**config.mk**
```make
export PLATFORM = sky130hd
export DESIGN_NAME = irq_latch_ctrl
export DESIGN_NICKNAME = d
export VERILOG_FILES = /design/src/rtl/irq_latch_pkg.sv /design/src/rtl/irq_edge_detect.sv /design/src/rtl/irq_pend_cell.sv /design/src/rtl/irq_latch_ctrl.sv
export SDC_FILE = /design/constraint.sdc
export NUM_CORES = 1
export LEC_CHECK = 0
export BUFFER_PORTS_ARGS = -buffer_cell sky130_fd_sc_hd__buf_4
export CAP_MARGIN = 25
export CORE_MARGIN = 2
export CORE_UTILIZATION = 44
export DETAILED_ROUTE_END_ITERATION = 16
export PLACE_DENSITY = 0.81
export SETUP_SLACK_MARGIN = 0.02
export SYNTH_ARGS = -nofsm -noshare
export SYNTH_HDL_FRONTEND = slang
export SYNTH_HIERARCHICAL = 1
export SYNTH_SLANG_ARGS = --single-unit
export TNS_END_PERCENT = 5
```
**constraint.sdc**
```tcl
create_clock -name clk -period 1.7 [get_ports clk]
set_input_delay 0.17 -clock clk [delete_from_list [all_inputs] [get_ports clk]]
set_output_delay 0.17 -clock clk [all_outputs]
set_load 0.02 [all_outputs]
```
**src/rtl/irq_latch_pkg.sv**
```systemverilog
// Package: shared sizes and field positions of the interrupt latch register.
// Assumes one register; clear and enable fields hold the same source order.
package irq_latch_pkg;
    localparam int NUM_SRC = 5;
    localparam int REG_W   = 16;
    localparam int EN_LSB  = 0;
    localparam int CLR_LSB = 8;

    // Source index shared by src_lvl, the enable field and the clear field.
    typedef enum logic [2:0] {
        SRC_EXT    = 3'd0,
        SRC_SAMPLE = 3'd1,
        SRC_TEMPO  = 3'd2,
        SRC_ASYNC  = 3'd3,
        SRC_SYNC   = 3'd4
    } src_id_e;
endpackage

```
**src/rtl/irq_edge_detect.sv**
```systemverilog
// Module: rising-edge detector across a vector of source levels.
// Assumes levels are already synchronous to clk; the history resets low.
module irq_edge_detect #(
    parameter int W = 5
) (
    input  logic         clk,
    input  logic         rst_n,
    input  logic [W-1:0] lvl,
    output logic [W-1:0] rise
);
    logic [W-1:0] lvl_q;

    // Keep last cycle's levels to compare against.
    always_ff @(posedge clk) begin
        if (!rst_n) lvl_q <= '0;
        else        lvl_q <= lvl;
    end

    // An event is a level high now and low one cycle earlier.
    always_comb rise = lvl & ~lvl_q;

    // an event cannot repeat on consecutive cycles.
    p_single_event_r4: assert property (@(posedge clk) disable iff (!rst_n)
        (|rise) |=> ((rise & $past(rise)) == '0));
endmodule

```
**src/rtl/irq_pend_cell.sv**
```systemverilog
// Module: one source's pending latch.
// Set by an event, cleared by a write-one; the event wins a same-edge tie.
module irq_pend_cell (
    input  logic clk,
    input  logic rst_n,
    input  logic set_evt,
    input  logic clr_req,
    output logic pend
);
    // Update the latch: the set has priority over the clear.
    always_ff @(posedge clk) begin
        if (!rst_n)       pend <= 1'b0;
        else if (set_evt) pend <= 1'b1;
        else if (clr_req) pend <= 1'b0;
    end

    // an event always leaves the latch set.
    p_set_wins_r6: assert property (@(posedge clk) disable iff (!rst_n)
        set_evt |=> pend);
    // a clear with no event empties the latch.
    p_clear_r5: assert property (@(posedge clk) disable iff (!rst_n)
        (clr_req && !set_evt) |=> !pend);
    // with neither a set nor a clear, the latch holds.
    p_hold_r5: assert property (@(posedge clk) disable iff (!rst_n)
        (!clr_req && !set_evt) |=> $stable(pend));
endmodule

```
**src/rtl/irq_latch_ctrl.sv**
```systemverilog
// Module: top of the maskable interrupt latch controller.
// One 16-bit register: 12:8 write-one-to-clear / read pending, 4:0 enables.
// Assumes source levels and the write strobe are synchronous to clk.
module irq_latch_ctrl
    import irq_latch_pkg::*;
#(
    parameter int N_SRC = NUM_SRC,
    parameter int DW    = REG_W
) (
    input  logic             clk,
    input  logic             rst_n,
    input  logic [N_SRC-1:0] src_lvl,
    input  logic             reg_wr,
    input  logic [DW-1:0]    reg_wdata,
    output logic [DW-1:0]    reg_rdata,
    output logic             irq_req
);
    localparam int EN_MSB  = EN_LSB + N_SRC - 1;
    localparam int CLR_MSB = CLR_LSB + N_SRC - 1;

    logic [N_SRC-1:0] rise;
    logic [N_SRC-1:0] pend;
    logic [N_SRC-1:0] en_q;
    logic [N_SRC-1:0] clr_vec;
    logic             req_next;

    irq_edge_detect #(.W(N_SRC)) u_edge (
        .clk   (clk),
        .rst_n (rst_n),
        .lvl   (src_lvl),
        .rise  (rise)
    );

    // Clear requests exist only on a write cycle.
    always_comb clr_vec = reg_wr ? reg_wdata[CLR_MSB:CLR_LSB] : '0;

    for (genvar i = 0; i < N_SRC; i++) begin : g_cell
        irq_pend_cell u_cell (
            .clk     (clk),
            .rst_n   (rst_n),
            .set_evt (rise[i]),
            .clr_req (clr_vec[i]),
            .pend    (pend[i])
        );
    end

    // Enable register, loaded on every write.
    always_ff @(posedge clk) begin
        if (!rst_n)      en_q <= '0;
        else if (reg_wr) en_q <= reg_wdata[EN_MSB:EN_LSB];
    end

    // Any source both pending and enabled asks for service.
    always_comb req_next = |(pend & en_q);

    // Registered request output.
    always_ff @(posedge clk) begin
        if (!rst_n) irq_req <= 1'b0;
        else        irq_req <= req_next;
    end

    // Read path: pending in the clear field, enables in the enable field.
    always_comb begin
        reg_rdata                   = '0;
        reg_rdata[CLR_MSB:CLR_LSB]  = pend;
        reg_rdata[EN_MSB:EN_LSB]    = en_q;
    end

    // a write shows up in the enables at the next cycle.
    p_en_load_r2: assert property (@(posedge clk) disable iff (!rst_n)
        reg_wr |=> (reg_rdata[EN_MSB:EN_LSB] == $past(reg_wdata[EN_MSB:EN_LSB])));
    // a pending enabled source raises the request one edge later.
    p_req_up_r7: assert property (@(posedge clk) disable iff (!rst_n)
        (|(reg_rdata[CLR_MSB:CLR_LSB] & reg_rdata[EN_MSB:EN_LSB])) |=> irq_req);
    // with nothing pending and enabled, the request drops one edge later.
    p_req_down_r7: assert property (@(posedge clk) disable iff (!rst_n)
        !(|(reg_rdata[CLR_MSB:CLR_LSB] & reg_rdata[EN_MSB:EN_LSB])) |=> !irq_req);
    // reset empties all state.
    p_reset_r1: assert property (@(posedge clk)
        !rst_n |=> (reg_rdata == '0 && !irq_req));
endmodule

```
==> results.md, run 1 <==
* Clock Skew at 0.00297 ns
* Antenna diodes at 0
* Buf/Inv on CP at 1
* Clock Latency Late Sink at 0.28 ns
* Iteration count of the initial detailed-routing pass at 5
* Rows at 14
* Worst reg-to-reg setup slack at 0.82 ns
* Final hold slack at 0.0965 ns
* Crit path depth at 1
* R2R Path Start: g_cell[1].u_cell/pend
* Routability congestion estimate at 0.673
* Global route overflow at 0
* Register bit total from synthesis at 16
* Fmax at 1030 MHz
* Htree depth at 1
* Net Sw Frac at 25.2%
* CP top delay family: flip-flops
* CP startpoint: en_q[3]
* TritonCTS Sinks at 16
* Top-count cell post-synth: dfxtp_1
* Total negative slack at 0 ns
* Share of the synthesized area in the top cell type at 46.6%
* Post-CTS Resized at 0
* Post-synthesis sequential area ratio at 46.6%
* Crit-path max FO at 3
* Post-synth EDFFs at 0
* Mean routed wirelength per cell at 10.9 um
* Cell taking the most area after synthesis: dfxtp_1
* Final setup viols at 0
* DR iter-0 viols at 9
* Clock share of power at 25.0%
* P_int at 563 uW
* Layout Area Growth over Synthesis at 31.3%
* Port Buffers at 28
* Status: completed
* Final hold vios at 0
* I/O pin count at 41
* DP HPWL at 902 um
* Crit path DAT at 0.80 ns
* Clock transition at path regs at 0.08 ns
* Post-CTS Setup Bufs at 0
* Max IR drop VDD at 0.468 mV
* Initial core utilization at 46.1%
* Total Nets Final at 117
* Die Wd at 43.5 um
* Post-synth top cells: dfxtp_1, and2_1, nor2b_1
* Worst path cell trace: buf_4
* Total GRT Usage at 14.0%
* Vias per cell at 4.65
* Unrepaired setup endpoints after global routing: no
* YS warnings at 6
* PwrDens at 834 mW/mm^2
* Fin crit period at 0.972 ns
* Slowest-stage cell, CP: dfxtp_1
* CTS buffer count at 3
* Root Buffer: clkbuf_4
* Reg power frac at 54.9%
* Post-synthesis cell area at 687 um^2
* R2r endpoint: irq_req
* Pleak at 0.000426 uW
* Gate power share at 20.1%
* Cts hold-fix bufs at 0
* Largest net degree at the start of global routing at 17
* Critical Path Sink Type: primary output
* Total vias in the final route at 498
* Total power at 752 uW
* Global-route wire length before repair at 1970 um
* Fillers at 129
* Die H at 43.5 um
* Worst path max stage delay at 0.37 ns
* Final ANT Viol Nets at 0
* Crit start category: flip-flop
* DRC violations left at 0
* Die area at 0.00189 mm^2
* Synth Instances at 62
* Top cells by area, synth: dfxtp_1, nor2b_4, and2_1
* Core Box Area at 0.00149 mm^2
* Worst setup path endpoint: reg_rdata[3]
* Slew Viols, Final at 0
* Final worst-path cycle share at 57.2%
* P_sw at 189 uW
* CTS tree: yes
* Yosys cell types at 12
* Max-cap violations at 0
* Setup CP Type: flip-flop to primary output
* Initial antenna violation count at 0
* Final wirelength at 1160 um
* Crit path required time at 1.53 ns
* Async SR Flop Fraction at 0%
* Layout cells sized above 1 at 39.6%
* Synthesized area per cell at 11.1 um^2
* Worst Reg2Reg Path Length in Cells at 2
* Max clock buf depth at 2
* Top_reg_cell synth: dfxtp_1
* Vias in the first global route at 501
* Hold WC Path Type: input port to flip-flop
==> final cells by class <==
cell class	count	area (um^2)	share of cell area, %
Sequential cell	16	320	35.5
Timing Repair Buffer	28	210	23.3
Clock buffer	3	22.5	2.50
Multi-Input combinational cell	44	329	36.5
Tap cell	16	20.0	2.22
==> kinds of logic (layout without fill, tap and decap cells) <==
kind of cell,count (synthesis),in the layout,synth area share (%)
flip-flops,16,16,46.6
AND/OR/NAND/NOR,25,25,28.2
AO/OA/AOI/OAI,8,8,9.11
other,1,6,0.546
multiplexers,5,5,7.29
buffers and inverters,7,31,8.20
==> worst min path at each step <==
stage	cells after the start	from	to	slack (ns)
after global placement	2	src_lvl[3]	u_edge/lvl_q[3]	0.38
after CTS	2	src_lvl[4]	u_edge/lvl_q[4]	0.09
after detailed placement	2	src_lvl[1]	u_edge/lvl_q[1]	0.38
after global routing	2	src_lvl[2]	u_edge/lvl_q[2]	0.09
after floorplan	1	rst_n	g_cell[0].u_cell/pend	0.29
final	2	src_lvl[1]	u_edge/lvl_q[1]	0.1
==> cell usage in the layout, fill, tap and decap left out <==
cell and instances:
a22oi_1 1, mux2i_1 5, conb_1 6, o21a_1 5, a222oi_1 1, nor2b_4 5, a21boi_1 1, buf_4 28
dfxtp_1 16, and2_1 10, nor2b_1 10, clkbuf_4 3
==> per-stage QoR <==
stage / instance area (um^2) / worst slack, ns / cells / utilization [%]
2_1_floorplan: 706 / 0.789 / 67 / -
3_3_place_gp: 880 / 0.832 / 104 / 59.1
3_5_place_dp: 880 / 0.824 / 104 / 59.1
4_1_cts: 902 / 0.713 / 107 / 60.6
5_1_grt: 902 / 0.673 / 107 / 60.6
6_report: 902 / 0.728 / 107 / 60.6
==> routing by layer <==
metal | track usage, % | wire (um)
met1 | 14.8 | 461
met2 | 25.4 | 596
met3 | 4.58 | 104
met4 | 5.45 | 0
met5 | 0 | 0
==> flip-flops by register name, summed over array words and instances, names as in the netlist <==
name,flops
g_cell.u_cell/pend,5
u_edge/lvl_q,5
irq_req,1
en_q,5
==> power groups by stage <==
stage / combinational [uW] / sequential [uW] / clock, uW
2_1_floorplan: 77.8 / 441 / 0
3_3_place_gp: 150 / 421 / 0
3_5_place_dp: 153 / 421 / 0
4_1_cts: 153 / 413 / 198
5_1_grt: 164 / 416 / 214
6_report: 151 / 413 / 188
No activity file was read; power rests on OpenSTA's default activity.
==> run 2: changes to the inputs <==
--- a/config.mk
+++ b/config.mk
@@ -8,9 +8,9 @@
 export BUFFER_PORTS_ARGS = -buffer_cell sky130_fd_sc_hd__buf_4
 export CAP_MARGIN = 25
 export CORE_MARGIN = 2
-export CORE_UTILIZATION = 44
+export CORE_UTILIZATION = 41
 export DETAILED_ROUTE_END_ITERATION = 16
-export PLACE_DENSITY = 0.81
+export PLACE_DENSITY = 0.76
 export SETUP_SLACK_MARGIN = 0.02
 export SYNTH_ARGS = -nofsm -noshare
 export SYNTH_HDL_FRONTEND = slang
==> constraint.sdc (replaced) <==
create_clock -name clk -period 0.9 [get_ports clk]
set_input_delay 0.09 -clock clk [delete_from_list [all_inputs] [get_ports clk]]
set_output_delay 0.09 -clock clk [all_outputs]
set_load 0.02 [all_outputs]
==> results.md, run 2 (same netlist as run 1, synthesis figures left out) <==
* Status: completed
* Clock Latency Late Sink at 0.28 ns (about the same)
* Clock transition at path regs at 0.09 ns (about the same)
* Pleak at 0.000445 uW (+4.4%)
* DRC violations left at 0 (unchanged)
* Crit path required time at 1.07 ns (-0.46 ns)
* Rows at 14 (unchanged)
* Post-CTS Setup Bufs at 0 (unchanged)
* Setup CP Type: flip-flop to flip-flop
* DR iter-0 viols at 6 (-3)
* Total vias in the final route at 490 (-1.6%)
* Vias in the first global route at 474 (-5.4%)
* Global-route wire length before repair at 1910 um (-2.8%)
* Largest net degree at the start of global routing at 17 (unchanged)
* Crit-path max FO at 3 (unchanged)
* PnR worst setup slack at 0.0282 ns (-0.700 ns)
* Total power at 1550 uW (+110%)
* Max IR drop VDD at 1.04 mV (+120%)
* Htree depth at 1 (unchanged)
* Vias per cell at 4.54 (-2.5%)
* Antenna diodes at 0 (unchanged)
* Final worst-path cycle share at 96.9%
* CTS tree: yes
* Max clock buf depth at 2 (unchanged)
* Fmax at 1150 MHz
* Post-route cell area at 965 um^2 (+6.9%)
* Final hold vios at 0 (unchanged)
* I/O pin count at 41 (unchanged)
* Initial antenna violation count at 0 (unchanged)
* Total Nets Final at 117 (unchanged)
* Unrepaired setup endpoints after global routing: yes
* Die Wd at 44.9 um (+3.3%)
* Worst Reg2Reg Path Length in Cells at 2 (unchanged)
* TritonCTS Sinks at 16 (unchanged)
* Iteration count of the initial detailed-routing pass at 4 (-1)
* Placed cell areas at 882 um^2 (+0.28%)
* Final ANT Viol Nets at 0 (unchanged)
* Clock Skew at 0.000990 ns (-0.00198 ns)
* PwrDens at 1610 mW/mm^2 (+93%)
* DP HPWL at 908 um (+0.70%)
* Commonest non-fill, non-tap cell in the layout: buf_4
* Total GRT Usage at 13.2% (-0.79 points)
* Max-cap violations at 0 (unchanged)
* Cts hold-fix bufs at 0 (unchanged)
* Slew Viols, Final at 0 (unchanged)
* Global route overflow at 0 (unchanged)
* Final hold slack at 0.0107 ns (-0.0858 ns)
* Initial core utilization at 44.6% (-1.6 points)
* Layout cells sized above 1 at 51.1% (+12 points)
* Pre-CTS setup slack at 0.0356 ns (-0.789 ns)
* CTS buffer count at 3 (unchanged)
* Die H at 44.9 um (+3.3%)
* Hold WC Path Type: input port to flip-flop
* Port Buffers at 28 (unchanged)
* Layout Area Growth over Synthesis at 40.4%
* Final core occ at 62.6% (+2.0 points)
* Core Box Area at 0.00154 mm^2 (+3.5%)
* Die area at 0.00202 mm^2 (+6.6%)
* Root Buffer: clkbuf_4
* Crit path DAT at 1.04 ns (+0.24 ns)
* Final setup viols at 0 (unchanged)
* Hold depth at 2 (unchanged)
* Mean routed wirelength per cell at 10.8 um (-0.93%)
* Critical Path Sink Type: flip-flop
* Largest regs: en_q x5, g_cell.u_cell/pend x5, u_edge/lvl_q x5
* Fin crit period at 0.872 ns
* Routability congestion estimate at 0.647 (-3.9%)
* Most frequent cells in the layout: buf_4, and2_1, nor2b_1
* Crit start category: flip-flop
* Final wirelength at 1160 um (unchanged)
-- run 2: cell types whose count changed in the layout (fill, tap and decap cells not counted), sizes merged --
cell,previous run,this run
clkbuf,3,4
-- run 2: cell type report --
type / instances / area, um^2
tap: 16 / 20.0
sequential: 16 / 335
multi-input combinational: 44 / 329
timing repair buffer: 28 / 244
fill: 136 / 577
clock buffer: 4 / 36.3
-- run 2: path summary, 6_finish.rpt --
check,from,endpoint,slack [ns]
max,g_cell[1].u_cell/pend,irq_req,0.03
max reg2reg,g_cell[1].u_cell/pend,irq_req,0.03
min,src_lvl[4],u_edge/lvl_q[4],0.01
min reg2reg,en_q[2],en_q[2],0.54
-- run 2: through the flow --
stage / instances / TNS (ns)
6_report: 108 / 0
5_1_grt: 108 / -0.0543
4_1_cts: 108 / 0
3_5_place_dp: 104 / 0
3_3_place_gp: 104 / 0
2_1_floorplan: 67 / 0
-- run 2: power breakdown --
group	internal [uW]	switching (uW)	total [uW]
Combinational	172	130	302
Sequential	758	31.1	789
Clock	246	217	463
Total	1180	379	1550
-- run 2: metal layers --
layer,up-vias,global-route usage (%),wire length (um)
li1,248,-,-
met1,211,15.0,448
met2,27,22.0,532
met3,4,4.00,152
met4,0,7.06,27
met5,-,0,0
-- run 2: worst max-delay path: stages (launching register included) --
cell and delay (ns):
dfxtp_2 0.34, a222oi_1 0.32, a21boi_1 0.10
-- run 2: what timing repair did --
item	4_1_cts	5_1_grt
endpoints found under the setup margin	8	11
gates resized for setup	9	9
pin swaps	0	1
==> run 3: changes to the inputs <==
--- a/config.mk
+++ b/config.mk
@@ -7,6 +7,7 @@
 export LEC_CHECK = 0
 export BUFFER_PORTS_ARGS = -buffer_cell sky130_fd_sc_hd__buf_4
 export CAP_MARGIN = 25
+export CORE_ASPECT_RATIO = 0.9
 export CORE_MARGIN = 2
 export CORE_UTILIZATION = 41
 export DETAILED_ROUTE_END_ITERATION = 16
==> results.md, run 3 (same netlist as run 1, synthesis figures left out) <==
* Iteration count of the initial detailed-routing pass at 4 (unchanged)
* Final hold vios at 0 (unchanged)
* Die Wd at 47.1 um (+4.9%)
* Met3 WL at 145 um (-4.6%)
* Clock transition at path regs at 0.09 ns (about the same)
* Global-route wire length before repair at 1930 um (+0.73%)
* Vias per cell at 4.36 (-3.9%)
* DR iter-0 viols at 5 (-1)
* Global route overflow at 0 (unchanged)
* Final setup viols at 0 (unchanged)
* Layout Area Growth over Synthesis at 41.5%
* Vias in the first global route at 461 (-2.7%)
* Max clock buf depth at 2 (unchanged)
* CTS tree: yes
* Final wirelength at 1200 um (+3.0%)
* Port Buffers at 28 (unchanged)
* Layout cells sized above 1 at 51.1% (unchanged)
* DRC violations left at 0 (unchanged)
* Pleak at 0.000445 uW (about the same)
* Clock Skew at 0.000922 ns (-0.0000682 ns)
* DRT met1 WL at 482 um (+7.6%)
* Uppermost layer routed: met3
* Critical Path Sink Type: flip-flop
* Crit-path max FO at 3 (unchanged)
* Max IR drop VDD at 1.30 mV (+24%)
* PnR worst setup slack at 0.0278 ns (-0.000455 ns)
* Final worst-path cycle share at 96.9% (about the same)
* Crit path required time at 1.07 ns (about the same)
* Die H at 42.8 um (-4.7%)
* Crit path DAT at 1.04 ns (about the same)
* Final core occ at 59.7% (-2.9 points)
* Post-CTS Setup Bufs at 0 (unchanged)
* Commonest non-fill, non-tap cell in the layout: buf_4
* Initial antenna violation count at 0 (unchanged)
* Total vias in the final route at 506 (+3.3%)
* Clock Latency Late Sink at 0.28 ns (about the same)
* Die area at 0.00202 mm^2 (about the same)
* Largest net degree at the start of global routing at 17 (unchanged)
* Most frequent cells in the layout: buf_4, and2_1, nor2b_1, dfxtp_2, buf_6
* Rows at 14 (unchanged)
* Fmax at 1150 MHz (about the same)
* Routability congestion estimate at 0.636 (-1.7%)
* Unrepaired setup endpoints after global routing: yes
* Max-cap violations at 0 (unchanged)
* Htree depth at 1 (unchanged)
* Hold WC Path Type: input port to flip-flop
* Slew Viols, Final at 0 (unchanged)
* Mean routed wirelength per cell at 10.3 um (-4.1%)
* Fin crit period at 0.872 ns (+0.000455 ns)
* Worst reg-to-reg setup slack at 0.03 ns (about the same)
* Setup CP Type: flip-flop to flip-flop
* Cts hold-fix bufs at 0 (unchanged)
* Total Nets Final at 117 (unchanged)
* Root Buffer: clkbuf_4
* WL met2 at 568 um (+6.8%)
* Pre-CTS setup slack at 0.0279 ns (-0.00764 ns)
* TritonCTS Sinks at 16 (unchanged)
* Total GRT Usage at 13.5% (+0.36 points)
* I/O pin count at 41 (unchanged)
* Status: completed
* Antenna diodes at 0 (unchanged)
* CTS buffer count at 3 (unchanged)
* Initial core utilization at 42.2% (-2.4 points)
* Core Box Area at 0.00163 mm^2 (+5.7%)
* Largest regs: en_q x5, g_cell.u_cell/pend x5, u_edge/lvl_q x5
* PwrDens at 1600 mW/mm^2 (-0.40%)
* Crit start category: flip-flop
* Final ANT Viol Nets at 0 (unchanged)
==> run 3: critical path, cell delays in order, from the launching register on <==
cell and delay [ns]:
dfxtp_2 0.33, a222oi_1 0.33, a21boi_1 0.10
==> run 3: path summary, 6_finish.rpt <==
path | startpoint | to | cells past startpoint
max | en_q[1] | irq_req | 2
min | src_lvl[4] | u_edge/lvl_q[4] | 2
max reg2reg | en_q[1] | irq_req | 2
min reg2reg | en_q[1] | en_q[1] | 2
==> run 3: stage by stage <==
stage	cell area, um^2	hold slack (ns)	std cells	power (uW)	setup TNS, ns
final	972	0.0134	116	1560	0
after global routing	972	0.0118	116	1650	-0.0118
after CTS	942	0.00101	116	1570	0
after detailed placement	892	0.302	112	1090	0
after global placement	892	0.301	112	1080	0
after floorplan	708	0.207	67	981	0
==> run 3: final cells by class <==
type                            count  area [um^2]
Tap cell                           24         30.0
Sequential cell                    16          333
Multi-Input combinational cell     44          329
Clock buffer                        4         36.3
Fill cell                         152          657
Timing Repair Buffer               28          244
==> run 3: what timing repair did <==
| action | CTS | global route |
|---|---|---|
| endpoints found under the setup margin | 9 | 12 |
| pin swaps | 0 | 0 |
| cloned | 0 | 0 |
| gates resized for setup | 9 | 8 |
==> run 3: power breakdown <==
part           leakage [uW]  switching, uW  internal, uW
sequential         0.000136           31.4           759
clock             0.0000210            219           246
combinational      0.000288            132           172
==> run 3: per-layer routing <==
metal	track usage, %	vias to the layer above
li1	-	250
met1	16.1	230
met2	20.5	26
met3	9.36	0
met4	1.67	0
met5	0	-
